**src/rtl/ptw_pkg.sv**
```systemverilog
package ptw_pkg;
  typedef logic [1:0] lvl_t;
  localparam lvl_t LVL_NONE = 2'd0;
  localparam lvl_t LVL_ONE  = 2'd1;
  localparam lvl_t LVL_TWO  = 2'd2;
  localparam lvl_t LVL_THREE = 2'd3;

  typedef enum logic [2:0] {
    ST_IDLE,
    ST_READ_L1,
    ST_READ_L2,
    ST_READ_L3,
    ST_DONE
  } walk_st_t;
endpackage

```
**src/rtl/ptw_addr_gen.sv**
```systemverilog
module ptw_addr_gen
  import ptw_pkg::*;
#(
  parameter int ADDR_W      = 48,
  parameter int GRAN_SHIFT  = 12,
  parameter int IDX_W       = 9,
  parameter int TOP_IDX_W   = 4,
  parameter int ENTRY_BYTES = 8,
  parameter int VA_W        = GRAN_SHIFT + 2 * IDX_W + TOP_IDX_W
) (
  input  logic [ADDR_W-1:0] base_i,
  input  logic [VA_W-1:0]   va_i,
  input  lvl_t              lvl_i,
  output logic [ADDR_W-1:0] addr_o
);
  localparam int ENTRY_SHIFT = $clog2(ENTRY_BYTES);
  localparam int SH1 = GRAN_SHIFT + 2 * IDX_W;
  localparam int SH2 = GRAN_SHIFT + IDX_W;
  localparam int SH3 = GRAN_SHIFT;

  logic [ADDR_W-1:0] idx_ext;

  always_comb begin
    case (lvl_i)
      LVL_ONE: idx_ext = ADDR_W'(va_i[SH1 +: TOP_IDX_W]);
      LVL_TWO: idx_ext = ADDR_W'(va_i[SH2 +: IDX_W]);
      default: idx_ext = ADDR_W'(va_i[SH3 +: IDX_W]);
    endcase
  end

  assign addr_o = base_i + (idx_ext << ENTRY_SHIFT);
endmodule

```
**src/rtl/ptw_desc_dec.sv**
```systemverilog
module ptw_desc_dec
  import ptw_pkg::*;
#(
  parameter int ADDR_W     = 48,
  parameter int DESC_W     = 64,
  parameter int GRAN_SHIFT = 12,
  parameter int IDX_W      = 9,
  parameter int TOP_IDX_W  = 4,
  parameter int VA_W       = GRAN_SHIFT + 2 * IDX_W + TOP_IDX_W
) (
  input  logic [DESC_W-1:0] desc_i,
  input  logic [VA_W-1:0]   va_i,
  input  lvl_t              lvl_i,
  output logic              valid_o,
  output logic              table_o,
  output logic [ADDR_W-1:0] next_base_o,
  output logic [ADDR_W-1:0] leaf_pa_o
);
  localparam int LEVELS = 3;

  logic [ADDR_W-1:0] leaf [LEVELS];

  // One leaf address per level; the split point moves down by IDX_W each level.
  for (genvar g = 0; g < LEVELS; g++) begin : g_leaf
    localparam int SH = GRAN_SHIFT + (LEVELS - 1 - g) * IDX_W;
    assign leaf[g] = {desc_i[ADDR_W-1:SH], va_i[SH-1:0]};
  end

  always_comb begin
    case (lvl_i)
      LVL_ONE: leaf_pa_o = leaf[0];
      LVL_TWO: leaf_pa_o = leaf[1];
      default: leaf_pa_o = leaf[2];
    endcase
  end

  assign valid_o     = desc_i[0];
  assign table_o     = desc_i[1];
  assign next_base_o = {desc_i[ADDR_W-1:GRAN_SHIFT], {GRAN_SHIFT{1'b0}}};

  logic unused_desc_bits;
  assign unused_desc_bits = ^{desc_i[DESC_W-1:ADDR_W], desc_i[GRAN_SHIFT-1:2]};
endmodule

```
**src/rtl/ptw_walker.sv**
```systemverilog
module ptw_walker
  import ptw_pkg::*;
#(
  parameter int ADDR_W      = 48,
  parameter int DESC_W      = 64,
  parameter int GRAN_SHIFT  = 12,
  parameter int IDX_W       = 9,
  parameter int TOP_IDX_W   = 4
) (
  input  logic              clk,
  input  logic              rst,
  input  logic              req_valid,
  output logic              req_ready,
  input  logic [ADDR_W-1:0] req_addr,
  input  logic [ADDR_W-1:0] root_base,
  output logic              mem_rd_valid,
  output logic [ADDR_W-1:0] mem_rd_addr,
  input  logic              mem_resp_valid,
  input  logic [DESC_W-1:0] mem_resp_data,
  output logic              done,
  output logic [ADDR_W-1:0] pa,
  output logic              fault,
  output logic [1:0]        fault_level
);
  localparam int VA_W = GRAN_SHIFT + 2 * IDX_W + TOP_IDX_W;

  walk_st_t          st_q;
  logic [VA_W-1:0]   va_q;
  lvl_t              lvl_cur;
  logic              d_valid, d_table;
  logic [ADDR_W-1:0] d_next_base, d_leaf;
  logic [ADDR_W-1:0] gen_base, gen_addr;
  logic [VA_W-1:0]   gen_va;
  lvl_t              gen_lvl;

  always_comb begin
    case (st_q)
      ST_READ_L1: lvl_cur = LVL_ONE;
      ST_READ_L2: lvl_cur = LVL_TWO;
      ST_READ_L3: lvl_cur = LVL_THREE;
      default:    lvl_cur = LVL_NONE;
    endcase
  end

  // Idle: first-level address from the request; walking: next level from the descriptor.
  always_comb begin
    if (st_q == ST_IDLE) begin
      gen_base = root_base;
      gen_va   = req_addr[VA_W-1:0];
      gen_lvl  = LVL_ONE;
    end else begin
      gen_base = d_next_base;
      gen_va   = va_q;
      gen_lvl  = lvl_t'(lvl_cur + 2'd1);
    end
  end

  ptw_addr_gen #(
    .ADDR_W(ADDR_W), .GRAN_SHIFT(GRAN_SHIFT), .IDX_W(IDX_W),
    .TOP_IDX_W(TOP_IDX_W), .ENTRY_BYTES(DESC_W / 8), .VA_W(VA_W)
  ) u_addr (
    .base_i(gen_base), .va_i(gen_va), .lvl_i(gen_lvl), .addr_o(gen_addr)
  );

  ptw_desc_dec #(
    .ADDR_W(ADDR_W), .DESC_W(DESC_W), .GRAN_SHIFT(GRAN_SHIFT),
    .IDX_W(IDX_W), .TOP_IDX_W(TOP_IDX_W), .VA_W(VA_W)
  ) u_dec (
    .desc_i(mem_resp_data), .va_i(va_q), .lvl_i(lvl_cur),
    .valid_o(d_valid), .table_o(d_table),
    .next_base_o(d_next_base), .leaf_pa_o(d_leaf)
  );

  always_ff @(posedge clk) begin
    if (rst) begin
      st_q         <= ST_IDLE;
      va_q         <= '0;
      mem_rd_valid <= 1'b0;
      mem_rd_addr  <= '0;
      done         <= 1'b0;
      pa           <= '0;
      fault        <= 1'b0;
      fault_level  <= LVL_NONE;
    end else begin
      mem_rd_valid <= 1'b0;
      done         <= 1'b0;
      case (st_q)
        ST_IDLE: begin
          if (req_valid) begin
            va_q         <= req_addr[VA_W-1:0];
            mem_rd_addr  <= gen_addr;
            mem_rd_valid <= 1'b1;
            st_q         <= ST_READ_L1;
          end
        end
        ST_READ_L1, ST_READ_L2, ST_READ_L3: begin
          if (mem_resp_valid) begin
            if (d_valid && d_table && lvl_cur != LVL_THREE) begin
              mem_rd_addr  <= gen_addr;
              mem_rd_valid <= 1'b1;
              st_q         <= (st_q == ST_READ_L1) ? ST_READ_L2 : ST_READ_L3;
            end else begin
              st_q <= ST_DONE;
              done <= 1'b1;
              if (d_valid && !d_table) begin
                pa          <= d_leaf;
                fault       <= 1'b0;
                fault_level <= LVL_NONE;
              end else begin
                pa          <= '0;
                fault       <= 1'b1;
                fault_level <= lvl_cur;
              end
            end
          end
        end
        default: st_q <= ST_IDLE;
      endcase
    end
  end

  assign req_ready = (st_q == ST_IDLE);

  logic unused_hi;
  assign unused_hi = ^req_addr[ADDR_W-1:VA_W];
endmodule

```
**config.mk**
```make
export PLATFORM = sky130hd
export DESIGN_NAME = ptw_walker
export DESIGN_NICKNAME = d
export VERILOG_FILES = /design/src/rtl/ptw_pkg.sv /design/src/rtl/ptw_addr_gen.sv /design/src/rtl/ptw_desc_dec.sv /design/src/rtl/ptw_walker.sv
export SDC_FILE = /design/constraint.sdc
export NUM_CORES = 1
export LEC_CHECK = 0
export BUFFER_PORTS_ARGS = -buffer_cell sky130_fd_sc_hd__buf_2
export CAP_MARGIN = 20
export CORE_UTILIZATION = 33
export CTS_BUF_LIST = sky130_fd_sc_hd__clkbuf_8
export DETAILED_ROUTE_END_ITERATION = 8
export GPL_ROUTABILITY_DRIVEN = 0
export GPL_TIMING_DRIVEN = 0
export MAX_ROUTING_LAYER = met4
export PLACE_DENSITY_LB_ADDON = 0.12
export RECOVER_POWER = 25
export SETUP_SLACK_MARGIN = 0.1
export SLEW_MARGIN = 30
export SYNTH_ARGS = -nofsm -noshare
export SYNTH_HDL_FRONTEND = slang
export SYNTH_SLANG_ARGS = --single-unit
```
**constraint.sdc**
```tcl
create_clock -name clk -period 8 [get_ports clk]
set_input_delay 1.6 -clock clk [delete_from_list [all_inputs] [get_ports clk]]
set_output_delay 1.6 -clock clk [all_outputs]
set_load 0.05 [all_outputs]
```
==> metrics.txt <==
DR vias/cell 5.55; worst skew pair latency 0.48 ns; cells after synthesis 973; Antenna Nets Post-Route 0; Power per Cell Area 207 mW/mm2; HP Class flop to flop; Core Region 0.0226 mm2; global-route wire length before repair 46700 um; post-cts hold buffer count 0; Max VDD drop 0.0000995 V; WL/cell 20.7 um; fillers 2500; CTS tree done; CP Launch Type flop; clk sinks 138; largest area contributor in the netlist dfxtp_1; Final Hold Fails 0; # DRC 0; Min Clock Period, post-route 6.28 ns; Syn Area/Cell 7.77 um2; gr ovfl total 0; Setup Skew 0.0208 ns; Synth top area share 0.365; die area 0.0235 mm2; clock slew at reported path FFs 0.09 ns; Setup TNS Final 0 ns; Ys Warns 0; Reg2Reg Depth 20; CTS H-tree depth 4; largest net degree at the start of global routing 17; status finished clean; Port Buffers 224; Slew Limit Fails 0; starting DRC count in detailed routing 668; critical path class flop to flop; Worst EP arrival 6.68 ns; standard-cell rows 55; max_slew headroom 0.400; Crit-path slowest cell o32ai_1; P&R area growth vs syn 24.2%; cell count of the worst hold path 2; height of the chip 153 um; Post-Syn Area 0.00756 mm2; Yosys reg bits 138; main flop type after synthesis dfxtp_1; Critical Path, Cell by Cell or3_4, inv_1, buf_4, buf_4, buf_2, clkbuf_1, nor2_1, inv_1, ha_1, clkbuf_1, a221oi_1, a31oi_1, ha_1, fa_1, a211oi_1, nor3_1, o32ai_1, or3_1, nand3_1, a21oi_1; buffer depth of the longest clock path 2; synth unique cells 72; CP max FO 10; layout cells sized above 1 0.194; number of synthesized flops with an enable pin 0; Syn Nets 1153; hold_ws 0.454 ns; unrepaired setup endpoints after global routing no; Max Cap Viol 0; post_cts resized 0; Worst setup EP type flop; Required @ worst endpoint 8.40 ns; Final period util 0.785; clk root buf clkbuf_8; fin nets 1396; final setup fails 0; DP Wirelength 24600 um; fraction of registers with async set/reset 0; worst slew pin tran 0.893 ns; Ports 266; CP max stage delay 0.78 ns; die width 153 um; Initial Util 0.335; top cells by area, synth dfxtp_1, nand2_1, a21oi_1; first drt pass iteration count 5; overall routed net length 31500 um; CTS Buf Count 17; GRT Overall Usage 0.273; Max Fclk 159 MHz; setup repair bufs after CTS 0; Lkg Pwr 3.92 nW; sequential fraction of the synthesis area 0.365; number of global-route vias before repair 7797; initial antenna violation count 4; DR vias 8430
report_power, final:
part | switching, W | internal [W] | total, W
Combinational | 0.000405 | 0.000165 | 0.000570
Clock | 0.000329 | 0.000290 | 0.000619
Sequential | 0.0000270 | 0.000729 | 0.000756
Total | 0.000761 | 0.00118 | 0.00194
flip-flops by register name, indices dropped and copies added, names as in the netlist:
| register | count |
|---|---|
| fault_level | 2 |
| mem_rd_valid | 1 |
| va_q | 34 |
| pa | 48 |
| fault | 1 |
| st_q | 3 |
| done | 1 |
| mem_rd_addr | 48 |
cell type report:
cell class	instances	area (um2)	share of cell area
antenna	5	12.5	0.00133
buffer	66	294	0.0313
clock buffer	17	234	0.0249
clock inverter	15	176	0.0188
inverter	11	41.3	0.00439
multi-input combinational	758	4470	0.476
sequential	138	2760	0.294
tap	285	357	0.0379
timing repair buffer	224	1050	0.112
worst paths after layout:
check	from	to	slack, ns
worst min register to register	mem_rd_addr[16]$_SDFFE_PP0P_	mem_rd_addr[16]$_SDFFE_PP0P_	0.45
worst min-delay path	mem_rd_addr[16]$_SDFFE_PP0P_	mem_rd_addr[16]$_SDFFE_PP0P_	0.45
worst max register to register	st_q[2]$_SDFFE_PP0P_	mem_rd_addr[25]$_SDFFE_PP0P_	1.72
worst max-delay path	st_q[2]$_SDFFE_PP0P_	mem_rd_addr[25]$_SDFFE_PP0P_	1.72
worst max-delay path, delay by kind of cell (launching register included):
family / cells / cell delay (ns)
buffers and inverters: 7 / 1.86
and+or+nand+nor: 5 / 1.15
adders and majority gates: 3 / 0.99
DFF: 1 / 0.40
AOI/OAI and AO/OA: 5 / 1.80
layout by cell type, fill, tap and decap left out, drive strengths merged, types with 8 or more instances in the layout:
master	synthesis	routed
inv	11	21
a21oi	73	73
nor4	23	23
and2	10	10
buf	24	190
nand3	49	49
nor3	41	41
dfxtp	138	138
o21ai	43	43
clkbuf	42	117
ha	15	15
nand4	21	21
nand2	225	225
a31oi	12	12
a22oi	18	18
and3	8	8
o311ai	13	13
mux2i	30	30
nor2	45	45
a22o	31	31
metrics by stage:
stage	power, W	setup WS, ns	cell area [um2]	util	std cells
4_1_cts	0.00196	1.50	9450	0.419	1514
5_1_grt	0.00203	1.38	9400	0.416	1518
2_1_floorplan	0.00114	2.60	7560	-	973
3_3_place_gp	0.00134	1.56	9040	0.401	1482
3_5_place_dp	0.00134	1.54	9040	0.401	1482
6_report	0.00194	1.72	9400	0.416	1519
cells in the mapped netlist (all sizes together) (5+ instances only):
| library cell | instances |
|---|---|
| inv | 11 |
| or3 | 6 |
| nand2 | 225 |
| nand4 | 21 |
| a22o | 31 |
| o21ai | 43 |
| nand3b | 5 |
| nor3 | 41 |
| a21oi | 73 |
| nor4 | 23 |
| and3 | 8 |
| ha | 15 |
| and2 | 10 |
| clkbuf | 42 |
| a31oi | 12 |
| nor2 | 45 |
| nand3 | 49 |
| a211oi | 7 |
| or4 | 7 |
| dfxtp | 138 |
| mux2 | 6 |
| buf | 24 |
| nor2b | 6 |
| or2 | 5 |
| a22oi | 18 |
| o311ai | 13 |
| mux2i | 30 |
layer usage:
metal  part of all wire  up-vias  track usage
met5                  0        -            -
met4              0.023        0       0.0867
met3              0.069       49       0.0502
met2               0.46      373        0.430
met1               0.45     3961        0.353
li1                   -     4047            -
logic make-up after synthesis:
group           count (synthesis)  synth area share
compound gates                237             0.215
xor+xnor                        8           0.00926
fa+ha+maj                      16            0.0275
buf+inv                        77            0.0443
flops                         138             0.365
mux                            36            0.0508
simple gates                  461             0.288
No activity file was read; power rests on OpenSTA's default activity.
